==> src/rtl/iwx_pkg.sv <==
package iwx_pkg;
  localparam int NWIN = 3;
  localparam int AW   = 64;
  localparam int DW   = 32;
  localparam int RAW  = 8;
  localparam int WIDX = $clog2(NWIN);

  // Register offsets per window; the index is the window number.
  localparam logic [RAW-1:0] OFF_SZ_LO [NWIN] = '{8'h98, 8'hA4, 8'hB0};
  localparam logic [RAW-1:0] OFF_SZ_HI [NWIN] = '{8'hF8, 8'h00, 8'hFC};
  localparam logic [RAW-1:0] OFF_BS_LO [NWIN] = '{8'h9C, 8'hA8, 8'hB4};
  localparam logic [RAW-1:0] OFF_BS_HI [NWIN] = '{8'hA0, 8'hAC, 8'hB8};
  localparam bit           HAS_SZ_HI [NWIN] = '{1'b1, 1'b0, 1'b1};

  localparam logic [DW-1:0] SZ_HI_RST = '1;
  localparam logic [AW-1:0] SZ_MASK   = ~{{(AW-3){1'b0}}, 3'b111};

  typedef struct packed {
    logic [AW-1:0] sz;
    logic [AW-1:0] base;
  } win_cfg_t;
endpackage

==> src/rtl/iwx_regs.sv <==
module iwx_regs
  import iwx_pkg::*;
(
  input  logic                  clk,
  input  logic                  rst_n,
  input  logic                  wr,
  input  logic [RAW-1:0]        addr,
  input  logic [DW-1:0]         wdata,
  output logic [DW-1:0]         rdata,
  output win_cfg_t [NWIN-1:0]   cfg
);
  logic [NWIN-1:0][DW-1:0] rd_part;

  for (genvar g = 0; g < NWIN; g++) begin : g_win
    logic [DW-1:0] sz_lo_q, bs_lo_q, bs_hi_q, sz_hi_v;
    logic          sz_lo_en, bs_lo_en, bs_hi_en;
    logic [DW-1:0] rd_w;

    assign sz_lo_en = wr && (addr == OFF_SZ_LO[g]);
    assign bs_lo_en = wr && (addr == OFF_BS_LO[g]);
    assign bs_hi_en = wr && (addr == OFF_BS_HI[g]);

    always_ff @(posedge clk or negedge rst_n) begin
      if (!rst_n)        sz_lo_q <= '0;
      else if (sz_lo_en) sz_lo_q <= wdata;
    end
    always_ff @(posedge clk or negedge rst_n) begin
      if (!rst_n)        bs_lo_q <= '0;
      else if (bs_lo_en) bs_lo_q <= wdata;
    end
    always_ff @(posedge clk or negedge rst_n) begin
      if (!rst_n)        bs_hi_q <= '0;
      else if (bs_hi_en) bs_hi_q <= wdata;
    end

    if (HAS_SZ_HI[g]) begin : g_hi
      logic [DW-1:0] sz_hi_q;
      logic          sz_hi_en;
      assign sz_hi_en = wr && (addr == OFF_SZ_HI[g]);
      always_ff @(posedge clk or negedge rst_n) begin
        if (!rst_n)        sz_hi_q <= SZ_HI_RST;
        else if (sz_hi_en) sz_hi_q <= wdata;
      end
      assign sz_hi_v = sz_hi_q;
    end else begin : g_fixed
      assign sz_hi_v = SZ_HI_RST;
    end

    always_comb begin
      rd_w = '0;
      if (addr == OFF_SZ_LO[g]) rd_w = sz_lo_q;
      if (addr == OFF_BS_LO[g]) rd_w = bs_lo_q;
      if (addr == OFF_BS_HI[g]) rd_w = bs_hi_q;
      if (HAS_SZ_HI[g] && (addr == OFF_SZ_HI[g])) rd_w = sz_hi_v;
    end

    assign rd_part[g]   = rd_w;
    assign cfg[g].sz    = {sz_hi_v, sz_lo_q};
    assign cfg[g].base  = {bs_hi_q, bs_lo_q};
  end

  always_comb begin
    rdata = '0;
    for (int i = 0; i < NWIN; i++) rdata = rdata | rd_part[i];
  end
endmodule

==> src/rtl/iwx_match.sv <==
module iwx_match
  import iwx_pkg::*;
(
  input  win_cfg_t        cfg,
  input  logic [AW-1:0]   addr,
  output logic            hit,
  output logic [AW-1:0]   laddr
);
  logic [AW-1:0] masked;
  logic [AW:0]   span;

  assign masked = cfg.sz & SZ_MASK;
  // Span is 2^AW - masked, held in AW+1 bits so a zero mask yields 2^AW.
  assign span   = {1'b0, ~masked} + {{AW{1'b0}}, 1'b1};
  assign hit    = cfg.sz[0] && ({1'b0, addr} < span);
  assign laddr  = cfg.base + addr;
endmodule

==> src/rtl/iwx_prio.sv <==
module iwx_prio
  import iwx_pkg::*;
(
  input  logic [NWIN-1:0]           hit,
  input  logic [NWIN-1:0][AW-1:0]   laddr,
  output logic                      any,
  output logic [WIDX-1:0]           idx,
  output logic [AW-1:0]             sel_laddr
);
  always_comb begin
    any       = 1'b0;
    idx       = '0;
    sel_laddr = '0;
    for (int i = NWIN - 1; i >= 0; i--) begin
      if (hit[i]) begin
        any       = 1'b1;
        idx       = WIDX'(i);
        sel_laddr = laddr[i];
      end
    end
  end
endmodule

==> src/rtl/inbound_win_xlate.sv <==
module inbound_win_xlate
  import iwx_pkg::*;
#(
  parameter int RST_STAGES = 2
) (
  input  logic             clk,
  input  logic             rst_n,
  input  logic             reg_wr,
  input  logic [RAW-1:0]   reg_addr,
  input  logic [DW-1:0]    reg_wdata,
  output logic [DW-1:0]    reg_rdata,
  input  logic             req_valid,
  input  logic [AW-1:0]    req_addr,
  input  logic             req_bus_mem_hit,
  output logic             rsp_valid,
  output logic             rsp_hit,
  output logic [WIDX-1:0]  rsp_win,
  output logic [AW-1:0]    rsp_laddr
);
  // Reset: asserted asynchronously, released on a clock edge.
  logic [RST_STAGES-1:0] rst_sync_q;
  logic                  rst_n_q;
  always_ff @(posedge clk or negedge rst_n) begin
    if (!rst_n) rst_sync_q <= '0;
    else        rst_sync_q <= {rst_sync_q[RST_STAGES-2:0], 1'b1};
  end
  assign rst_n_q = rst_sync_q[RST_STAGES-1];

  win_cfg_t [NWIN-1:0]       cfg;
  logic [NWIN-1:0]           win_hit;
  logic [NWIN-1:0][AW-1:0]   win_laddr;
  logic                      any_hit;
  logic [WIDX-1:0]           sel_idx;
  logic [AW-1:0]             sel_laddr;

  iwx_regs u_regs (
    .clk   (clk),
    .rst_n (rst_n_q),
    .wr    (reg_wr),
    .addr  (reg_addr),
    .wdata (reg_wdata),
    .rdata (reg_rdata),
    .cfg   (cfg)
  );

  for (genvar g = 0; g < NWIN; g++) begin : g_match
    iwx_match u_match (
      .cfg   (cfg[g]),
      .addr  (req_addr),
      .hit   (win_hit[g]),
      .laddr (win_laddr[g])
    );
  end

  iwx_prio u_prio (
    .hit       (win_hit),
    .laddr     (win_laddr),
    .any       (any_hit),
    .idx       (sel_idx),
    .sel_laddr (sel_laddr)
  );

  // Next-state for the response stage.
  logic            valid_d, hit_d;
  logic [WIDX-1:0] win_d;
  logic [AW-1:0]   laddr_d;
  always_comb begin
    valid_d = req_valid;
    hit_d   = req_valid && !req_bus_mem_hit && any_hit;
    win_d   = hit_d ? sel_idx   : '0;
    laddr_d = hit_d ? sel_laddr : '0;
  end

  always_ff @(posedge clk or negedge rst_n_q) begin
    if (!rst_n_q) begin
      rsp_valid <= 1'b0;
      rsp_hit   <= 1'b0;
      rsp_win   <= '0;
      rsp_laddr <= '0;
    end else begin
      rsp_valid <= valid_d;
      rsp_hit   <= hit_d;
      rsp_win   <= win_d;
      rsp_laddr <= laddr_d;
    end
  end
endmodule

==> config.mk <==
export PLATFORM = sky130hd
export DESIGN_NAME = inbound_win_xlate
export DESIGN_NICKNAME = d
export VERILOG_FILES = /design/src/rtl/iwx_pkg.sv /design/src/rtl/iwx_regs.sv /design/src/rtl/iwx_match.sv /design/src/rtl/iwx_prio.sv /design/src/rtl/inbound_win_xlate.sv
export SDC_FILE = /design/constraint.sdc
export NUM_CORES = 1
export LEC_CHECK = 0
export BUFFER_PORTS_ARGS = -buffer_cell sky130_fd_sc_hd__buf_2
export CAP_MARGIN = 5
export CORE_ASPECT_RATIO = 0.75
export CORE_MARGIN = 4
export CORE_UTILIZATION = 58
export CTS_CLUSTER_SIZE = 25
export DETAILED_ROUTE_END_ITERATION = 6
export GPL_TIMING_DRIVEN = 1
export PLACE_DENSITY = 0.77
export SETUP_SLACK_MARGIN = 0.3
export SYNTH_ARGS = -nofsm -noshare
export SYNTH_HDL_FRONTEND = slang
export SYNTH_HIERARCHICAL = 1
export SYNTH_SLANG_ARGS = --single-unit
==> constraint.sdc <==
create_clock -name clk -period 12.29 [get_ports clk]
set_input_delay 1.8435 -clock clk [delete_from_list [all_inputs] [get_ports clk]]
set_output_delay 1.8435 -clock clk [all_outputs]
set_load 0.02 [all_outputs]
==> results.txt, run 1 <==
* Worst setup EP type: register
- Number of antenna-violating nets in the routed design: 0
* Max stage delay on crit path: 0.75 ns
- After synthesis the cells add up to 39,800 um^2.
- TritonCTS built the clock tree.
- No sink is reached through more buffers than the 3 on the longest clock path.
- Number of maximum-capacitance constraint violations: 0
- Buffers inserted during clock tree synthesis total 47.
- Final count of hold timing violations: 0
- Dividing the detail-routed wire length by the instance count gives 32.6 um.
- Routability congestion estimate: 1.15
- Cts repair resizes: 0
- Final Core Density: 0.633
- Critical path data arrival time: 8.48 ns
* Share of synthesized registers carrying an async set or reset: 1.00
* I/O pin total: 209
- Once routing completed, OpenROAD measured the worst setup slack at 4.34 ns.
* Maximum clock skew at final layout: 0.0607 ns
- Synth area leader: sky130_fd_sc_hd__dfrtp_1
- Final period utilization: 0.647
- For the pin with the worst max-slew slack, the measured transition is 1.20 ns.
- NumNets Final: 4,905
- Clock-pin slew was measured on the worst setup and hold paths at 0.06 ns.
- Hold WC Path Type: reg2reg
- The placed instances occupy a cell area of 40,900 um^2.
* Crit path cell chain: or4_1, nor3_1, nand3b_1, nor3_1, nand3_1, nor3_1, xor2_1, ha_1, a21o_1, a21o_1, a21oi_1, o21ai_0, a21oi_1, o2111ai_1, a211oi_1, o21ai_0, a21oi_1, a21o_4, buf_4, nor2b_1, a21oi_2, and4b_1
- The routed design could run at a clock period as short as 7.95 ns.
- For this run, design rule violations remaining after detail routing come to 1.
- Static timing analysis puts the maximum clock frequency at 0.126 GHz.
- Worst slack at placement: 4.63 ns
- Most instantiated flip-flop cell in the synthesis netlist: sky130_fd_sc_hd__dfrtp_1
- Yosys mapped the design onto 93 distinct sky130hd cell types.
- Setup violations remaining at the end of the flow were counted as 0.
- XOR/XNOR share of the synthesized area: 0.0774
* Share of Yosys cell area claimed by the top area cell type: 0.225
* Initial Util: 0.591
- Leakage power: 0.0212 uW
- Grt total ovfl: 0
* Die area: 72,900 um^2
- Clock latency of the later-clocked register in the worst-skew pair: 0.67 ns
- Avg Synthesized Cell Area: 9.08 um^2
* Detailed Routing Iterations Pass 1: 7
- IO buf count: 208
- Leading cell types by count after synthesis: 393 x sky130_fd_sc_hd__a21oi_1, 378 x sky130_fd_sc_hd__ha_1, 358 x sky130_fd_sc_hd__dfrtp_1
* Mux share of post-synthesis cell area: 0.108
* Main area contributors after synthesis: sky130_fd_sc_hd__dfrtp_1 23%, sky130_fd_sc_hd__ha_1 12%, sky130_fd_sc_hd__mux2_2 9.6%, sky130_fd_sc_hd__a21oi_1 4.9%, sky130_fd_sc_hd__dfstp_2 4.2%
- Logic pwr share: 0.346
- The floorplan step set the die height to 235 um.
- For this design the total switching power over the nets is 1870 uW.
- The total count of max-transition violations in the final report was 0.
- Setup repair after global routing left no endpoint under its margin.
- The wire-length estimate of the detail-placed layout is 138,000 um.
* Worst voltage drop across the vdd grid: 0.153 mV
- Of all nets on the critical path, the largest fanout is 110.
- Setup Crit Path Kind: reg2reg
- Compared with the post-synthesis result, the final layout area differs by 7.20%.
* Tot GR Track Use: 0.457
- For this run, the number of Yosys warnings is 6.
- Of the total power, registers draw 0.326.
- The number of global-route vias before repair is 34,700.
- The internal power of the cells totals 3030 uW.
- After routing, the total negative slack on setup checks comes to 0 ns.
- Post-CTS setup-driven buffer insertion count: 0
* Flops & latches, synth: 422
* Slowest stage cell on the critical path: sky130_fd_sc_hd__buf_4
* Part of the power in the clock network: 0.328
* Number of vias per cell after detailed routing: 7.17
- Areal power density over the cells: 115 nW/um^2
* Complex-gate fraction of the synthesized area: 0.203
- Fraction of final layout cells with drive strength greater than 1: 0.192
- The final reports fail on design-rule violations.
* Relative max-transition margin: 0.200
- The H-tree was split into 2 levels.
* Die extent in x: 311 um
- Pin count of the biggest net entering global routing: 161
- The root buffer cell chosen for the clock tree is sky130_fd_sc_hd__clkbuf_16.
- The finished cells cover 42,700 um^2.
- Top-count cell post-synth: sky130_fd_sc_hd__a21oi_1
- After detailed routing, the total wire length is 174,000 um.
- Combinational family with the most area after synthesis: compound AO/OA/AOI/OAI gates
* Cell Rows: 82
- For this design, the CTS-stage hold fixing added 0 buffers.
- Kind of start point of the critical path: register
- Switching Fraction: 0.382
* Number of flops mapped to enable cells by yosys: 0
- Global-route wire length before repair: 245,000 um
- Area of the core: 67,400 um^2
* Result of the run: complete, but fails checks
* Synthesized-area fraction occupied by adder cells: 0.120
- The number of antenna violations at the first check in global routing is 16.
- For the worst setup path, the data required time is 12.81 ns.
- Simple-gate area share of the yosys netlist: 0.179
- Initial drt markers: 6,308
* Vias after detailed routing: 38,300
- TritonCTS sink count: 422
- Fraction of the yosys area taken by sequential cells: 0.267
- Synthesized instance count: 4,384
==> path summary, 6_finish.rpt <==
check | cells past startpoint | start | slack (ns) | end
min in group asynchronous | 0 | rst_sync_q[1] | 0.46 | u_regs/g_win[0].bs_lo_q[1]
setup reg to reg | 22 | u_regs/g_win[0].sz_lo_q[6] | 4.34 | rsp_laddr[7]
hold / removal | 0 | rst_sync_q[0] | 0.34 | rst_sync_q[1]
max in group asynchronous | 3 | rst_sync_q[1] | 8.76 | rsp_win[1]
setup / recovery | 22 | u_regs/g_win[0].sz_lo_q[6] | 4.34 | rsp_laddr[7]
hold reg to reg | 0 | rst_sync_q[0] | 0.34 | rst_sync_q[1]
==> power by group through the flow <==
stage	sequential [uW]	combinational [uW]	clock, uW
finish	1590	1690	1610
global route	1590	1830	1660
CTS	1580	1620	1610
detailed placement	1600	1610	0
global placement	1600	1600	0
floorplan	1550	1160	0
==> stage by stage <==
step | std cells | power [uW] | hold slack, ns
after detailed placement | 5248 | 3210 | 0.343
after global routing | 5335 | 5080 | 0.352
after floorplan | 4415 | 2710 | 0.331
after global placement | 5248 | 3200 | 0.337
after CTS | 5335 | 4810 | 0.349
final | 5345 | 4890 | 0.341
==> cell families (layout without fill, tap and decap cells) <==
family,Yosys count,in the layout
buffers and inverters,364,402
AOI/OAI and AO/OA,1225,1225
and+or+nand+nor,1268,1268
DFF,422,422
xor gates and xnor gates,351,351
other,2,43
muxes,371,371
adders and majority gates,381,381
==> critical path: cells and delay by family (launching register included) <==
| kind | cells | cell delay (ns) |
|---|---|---|
| simple gates | 8 | 2.99 |
| xor+xnor | 1 | 0.23 |
| compound gates | 11 | 2.96 |
| flops | 1 | 0.43 |
| buf+inv | 1 | 0.75 |
| fa+ha+maj | 1 | 0.28 |
==> cell usage in the layout, fill, tap and decap left out, types with 165 or more instances in the layout <==
cell	netlist	final
sky130_fd_sc_hd__a21oi_1	393	393
sky130_fd_sc_hd__ha_1	378	378
sky130_fd_sc_hd__dfrtp_1	358	357
sky130_fd_sc_hd__mux2_2	340	340
sky130_fd_sc_hd__nand2_1	251	251
sky130_fd_sc_hd__nor2_1	238	236
sky130_fd_sc_hd__buf_2	32	208
sky130_fd_sc_hd__o21ai_0	199	199
sky130_fd_sc_hd__xor2_1	177	177
sky130_fd_sc_hd__xnor2_1	173	173
sky130_fd_sc_hd__a21o_1	166	165
==> flip-flops by register name, summed over array words and instances, names as in the netlist <==
register and flops:
rsp_hit 1, rsp_laddr 64, rsp_valid 1, rsp_win 2, rst_sync_q 2, u_regs/g_win.bs_hi_q 96, u_regs/g_win.bs_lo_q 96, u_regs/g_win.g_hi.sz_hi_q 64
u_regs/g_win.sz_lo_q 96
==> routing by layer <==
metal  wire [um]  GRT usage  vias up
li1            -          -    16300
met1       70900      0.654    18500
met2       61200      0.556     3003
met3       32200      0.233      450
met4        9790      0.211       20
met5         129          0        -
==> area by class of cell <==
cell class,instances,area (um^2)
antenna,10,25.0
clock buffer,55,1280
clock inverter,32,477
fill,5788,24700
inverter,70,263
multi-input combinational,3629,27600
sequential,422,10600
tap,882,1100
timing repair buffer,245,1330
(Power assumes the default switching activity.)
==> run 2, diff against run 1 <==
==> constraint.sdc (replaced) <==
create_clock -name clk -period 6.9 [get_ports clk]
set_input_delay 1.035 -clock clk [delete_from_list [all_inputs] [get_ports clk]]
set_output_delay 1.035 -clock clk [all_outputs]
set_load 0.02 [all_outputs]
==> results.txt, run 2 (synthesis gave the netlist of run 1 again) <==
* Clock latency of the later-clocked register in the worst-skew pair: 0.64 ns
* Proportion of power drawn by flip-flops and latches: 0.330
* TritonCTS sink count: 422
* Logic pwr share: 0.359
- Unrepaired setup endpoints after global routing: no
* Leakage power: 0.0212 uW
- STA puts the critical path data arrival time at 6.77 ns.
* Worst slack at placement: 0.309 ns
* Cell internal pwr: 5210 uW
* Number of vias per cell after detailed routing: 7.13
- The largest registers in the layout are u_regs/g_win.bs_hi_q (96), u_regs/g_win.bs_lo_q (96), u_regs/g_win.sz_lo_q (96).
* Finished Layout Cells: 5,353
* Worst endpoint required time: 7.44 ns
- For this run, the total global-route usage over all layers was measured as 0.448.
* WL per Instance: 32.2 um
* NumNets Final: 4,912
- Die area: 72,900 um^2
- The final reports fail on max-capacitance violations, max-slew violations.
* Vias after detailed routing: 38,200
- Placed Instances: 5,253
* Final routed wirelength across all metal layers: 172,000 um
- The total count of max-transition violations in the final report came to 3.
* Crit path setup slack, layout: 0.676 ns
- Final period utilization: 0.902
* Worst R2R End: rsp_laddr[5]
* Count of endpoints failing setup in the final report: 0
- Result of the run: complete, but fails checks
- Maximum level of the CTS H-tree: 2
- 209 I/O pins were placed.
- Relative to the synthesized area, the layout overhead comes to 7.13%.
- Static timing analysis puts the maximum clock frequency at 0.161 GHz.
- Cts bufs inserted: 46
* Peak fanout along the critical path: 67
- Global-route wire length before repair: 241,000 um
- In the final layout, flip-flops and latches occupy 10,600 um^2.
- Remaining design rule violation count: 0
- Worst voltage drop across the vdd grid: 0.243 mV
- Areal power density over the cells: 200 nW/um^2
* Switching component of the power: 3310 uW
- Post-CTS Hold Buffers: 0
- In the layout the commonest cells are 392 x sky130_fd_sc_hd__a21oi_1, 378 x sky130_fd_sc_hd__ha_1, 357 x sky130_fd_sc_hd__dfrtp_1.
- In this run the worst setup path begins at u_regs/g_win[0].sz_lo_q[14].
- Of the total power, the share spent switching nets is 0.388.
- Detailed Routing Iterations Pass 1: 7
- TritonCTS clock tree: yes
- Initial antenna violation count: 19
- Worst-case reg-to-reg path depth: 24
* Deepest clock path buffer count: 3
* Vias in the first global route: 34,300
- Between clock sinks in the finished design, the worst skew comes to 0.0361 ns.
- Die Ht: 235 um
- Number of maximum-capacitance constraint violations: 1
* Worst-margin pin slew: 1.80 ns
- For this configuration, the core starts out at a cell density of 0.591.
- Clock-pin slew was measured on the worst setup and hold paths at 0.06 ns.
- The worst hold path belongs to the class in2async.
- STA classifies the critical path startpoint as a register.
- Pin count of the biggest net entering global routing: 137
- Leaving out fill and tap cells, the most frequent cell in the layout is sky130_fd_sc_hd__a21oi_1.
- Part of the power in the clock network: 0.311
- The initialized floorplan defines 82 standard-cell rows.
- Relative max-transition margin: -0.203
- Measured on the finished design, the core utilization comes to 0.633.
- Setup Crit Path Kind: reg2reg
- The die is 311 um wide.
- The congestion estimate from routability-driven global placement came to 1.10.
- In the final layout, the share of cells above drive strength 1 is 0.194.
- Worst setup EP type: register
- Post-layout minimum cycle time: 6.22 ns
- Number of antenna-violating nets in the routed design: 0
* Setup_tns: 0 ns
* IO buf count: 208
* Dpl hpwl: 134,000 um
- Summing all multi-input logic gate instances after layout gives 27,600 um^2.
* Final count of hold timing violations: 0
- Initial drt markers: 5,885
* Number of inserted filler cells in the final layout: 5,820
* Reg2reg setup slack: 0.68 ns
- Area of the core: 67,400 um^2
* Startpoint of the worst-slack reg-to-reg timing path: u_regs/g_win[0].sz_lo_q[14]
* Buffer cell driving the clock tree root: sky130_fd_sc_hd__clkbuf_16
- Grt total ovfl: 0
## run 2: changes by cell type in the layout (fill, tap and decap cells not counted), moves of 3 or more
cell,before,now
sky130_fd_sc_hd__clkinv_2,7,14
sky130_fd_sc_hd__buf_12,1,4
sky130_fd_sc_hd__clkbuf_1,1,4
sky130_fd_sc_hd__inv_6,6,1
sky130_fd_sc_hd__bufinv_16,8,3
## run 2: repair_timing
action                     CTS  global route
setup endpoints to repair   54            67
pin swaps                    0             1
gates cloned                 0             1
gates resized for setup      1             7
setup buffers                0             2
## run 2: worst max-delay path by stage
stage	end	cells past startpoint
after global routing	rsp_laddr[9]	25
final	rsp_laddr[5]	24
after global placement	rsp_laddr[0]	21
after CTS	rsp_laddr[5]	24
after floorplan	rsp_laddr[54]	25
after detailed placement	rsp_laddr[6]	23
## run 2: layer usage
layer | global-route usage | vias up | wire length, um
met3 | 0.231 | 437 | 31800
met1 | 0.649 | 18500 | 70900
li1 | - | 16300 | -
met4 | 0.200 | 16 | 9610
met5 | 0.00455 | - | 305
met2 | 0.537 | 2896 | 59600
## run 2: cell type report
| class | count | share of cell area |
|---|---|---|
| sequential | 422 | 0.250 |
| timing repair buffer | 252 | 0.0335 |
| inverter | 70 | 0.00616 |
| clock inverter | 26 | 0.00645 |
| antenna | 12 | 0.000704 |
| tap | 882 | 0.0259 |
| clock buffer | 59 | 0.0305 |
| multi-input combinational | 3630 | 0.647 |
## run 2: metrics by stage
stage | hold slack, ns | instance area [um^2] | total power, uW
2_1_floorplan | 0.331 | 39900 | 4830
3_3_place_gp | 0.336 | 41000 | 5670
3_5_place_dp | 0.354 | 41000 | 5710
4_1_cts | 0.157 | 42600 | 8340
5_1_grt | 0.171 | 42600 | 8840
6_report | 0.178 | 42600 | 8520
## run 2: critical path: stages, from the launching register on
cell and delay [ns]:
sky130_fd_sc_hd__dfrtp_1 0.43, sky130_fd_sc_hd__nor4_1 0.41, sky130_fd_sc_hd__nand2_1 0.14, sky130_fd_sc_hd__or2_2 0.34, sky130_fd_sc_hd__nor4_1 0.35, sky130_fd_sc_hd__nand3b_1 0.13, sky130_fd_sc_hd__buf_4 0.19, sky130_fd_sc_hd__nor3_2 0.22
sky130_fd_sc_hd__nand3_2 0.23, sky130_fd_sc_hd__nor3_1 0.24, sky130_fd_sc_hd__xor2_1 0.18, sky130_fd_sc_hd__ha_1 0.26, sky130_fd_sc_hd__a21o_1 0.16, sky130_fd_sc_hd__a21o_1 0.16, sky130_fd_sc_hd__a21oi_1 0.12, sky130_fd_sc_hd__o21ai_0 0.09
sky130_fd_sc_hd__a21oi_1 0.28, sky130_fd_sc_hd__o2111ai_1 0.17, sky130_fd_sc_hd__a211oi_2 0.35, sky130_fd_sc_hd__o21ai_0 0.27, sky130_fd_sc_hd__a21oi_4 0.20, sky130_fd_sc_hd__a21o_4 0.31, sky130_fd_sc_hd__or3_1 0.19, sky130_fd_sc_hd__buf_6 0.34
sky130_fd_sc_hd__and4b_1 0.27
## run 2: power by group through the flow
| stage | Sequential, uW | Combinational [uW] | Clock (uW) |
|---|---|---|---|
| CTS | 2790 | 2900 | 2650 |
| finish | 2810 | 3060 | 2650 |
| detailed placement | 2830 | 2880 | 0 |
| floorplan | 2760 | 2070 | 0 |
| global route | 2810 | 3290 | 2740 |
| global placement | 2830 | 2840 | 0 |
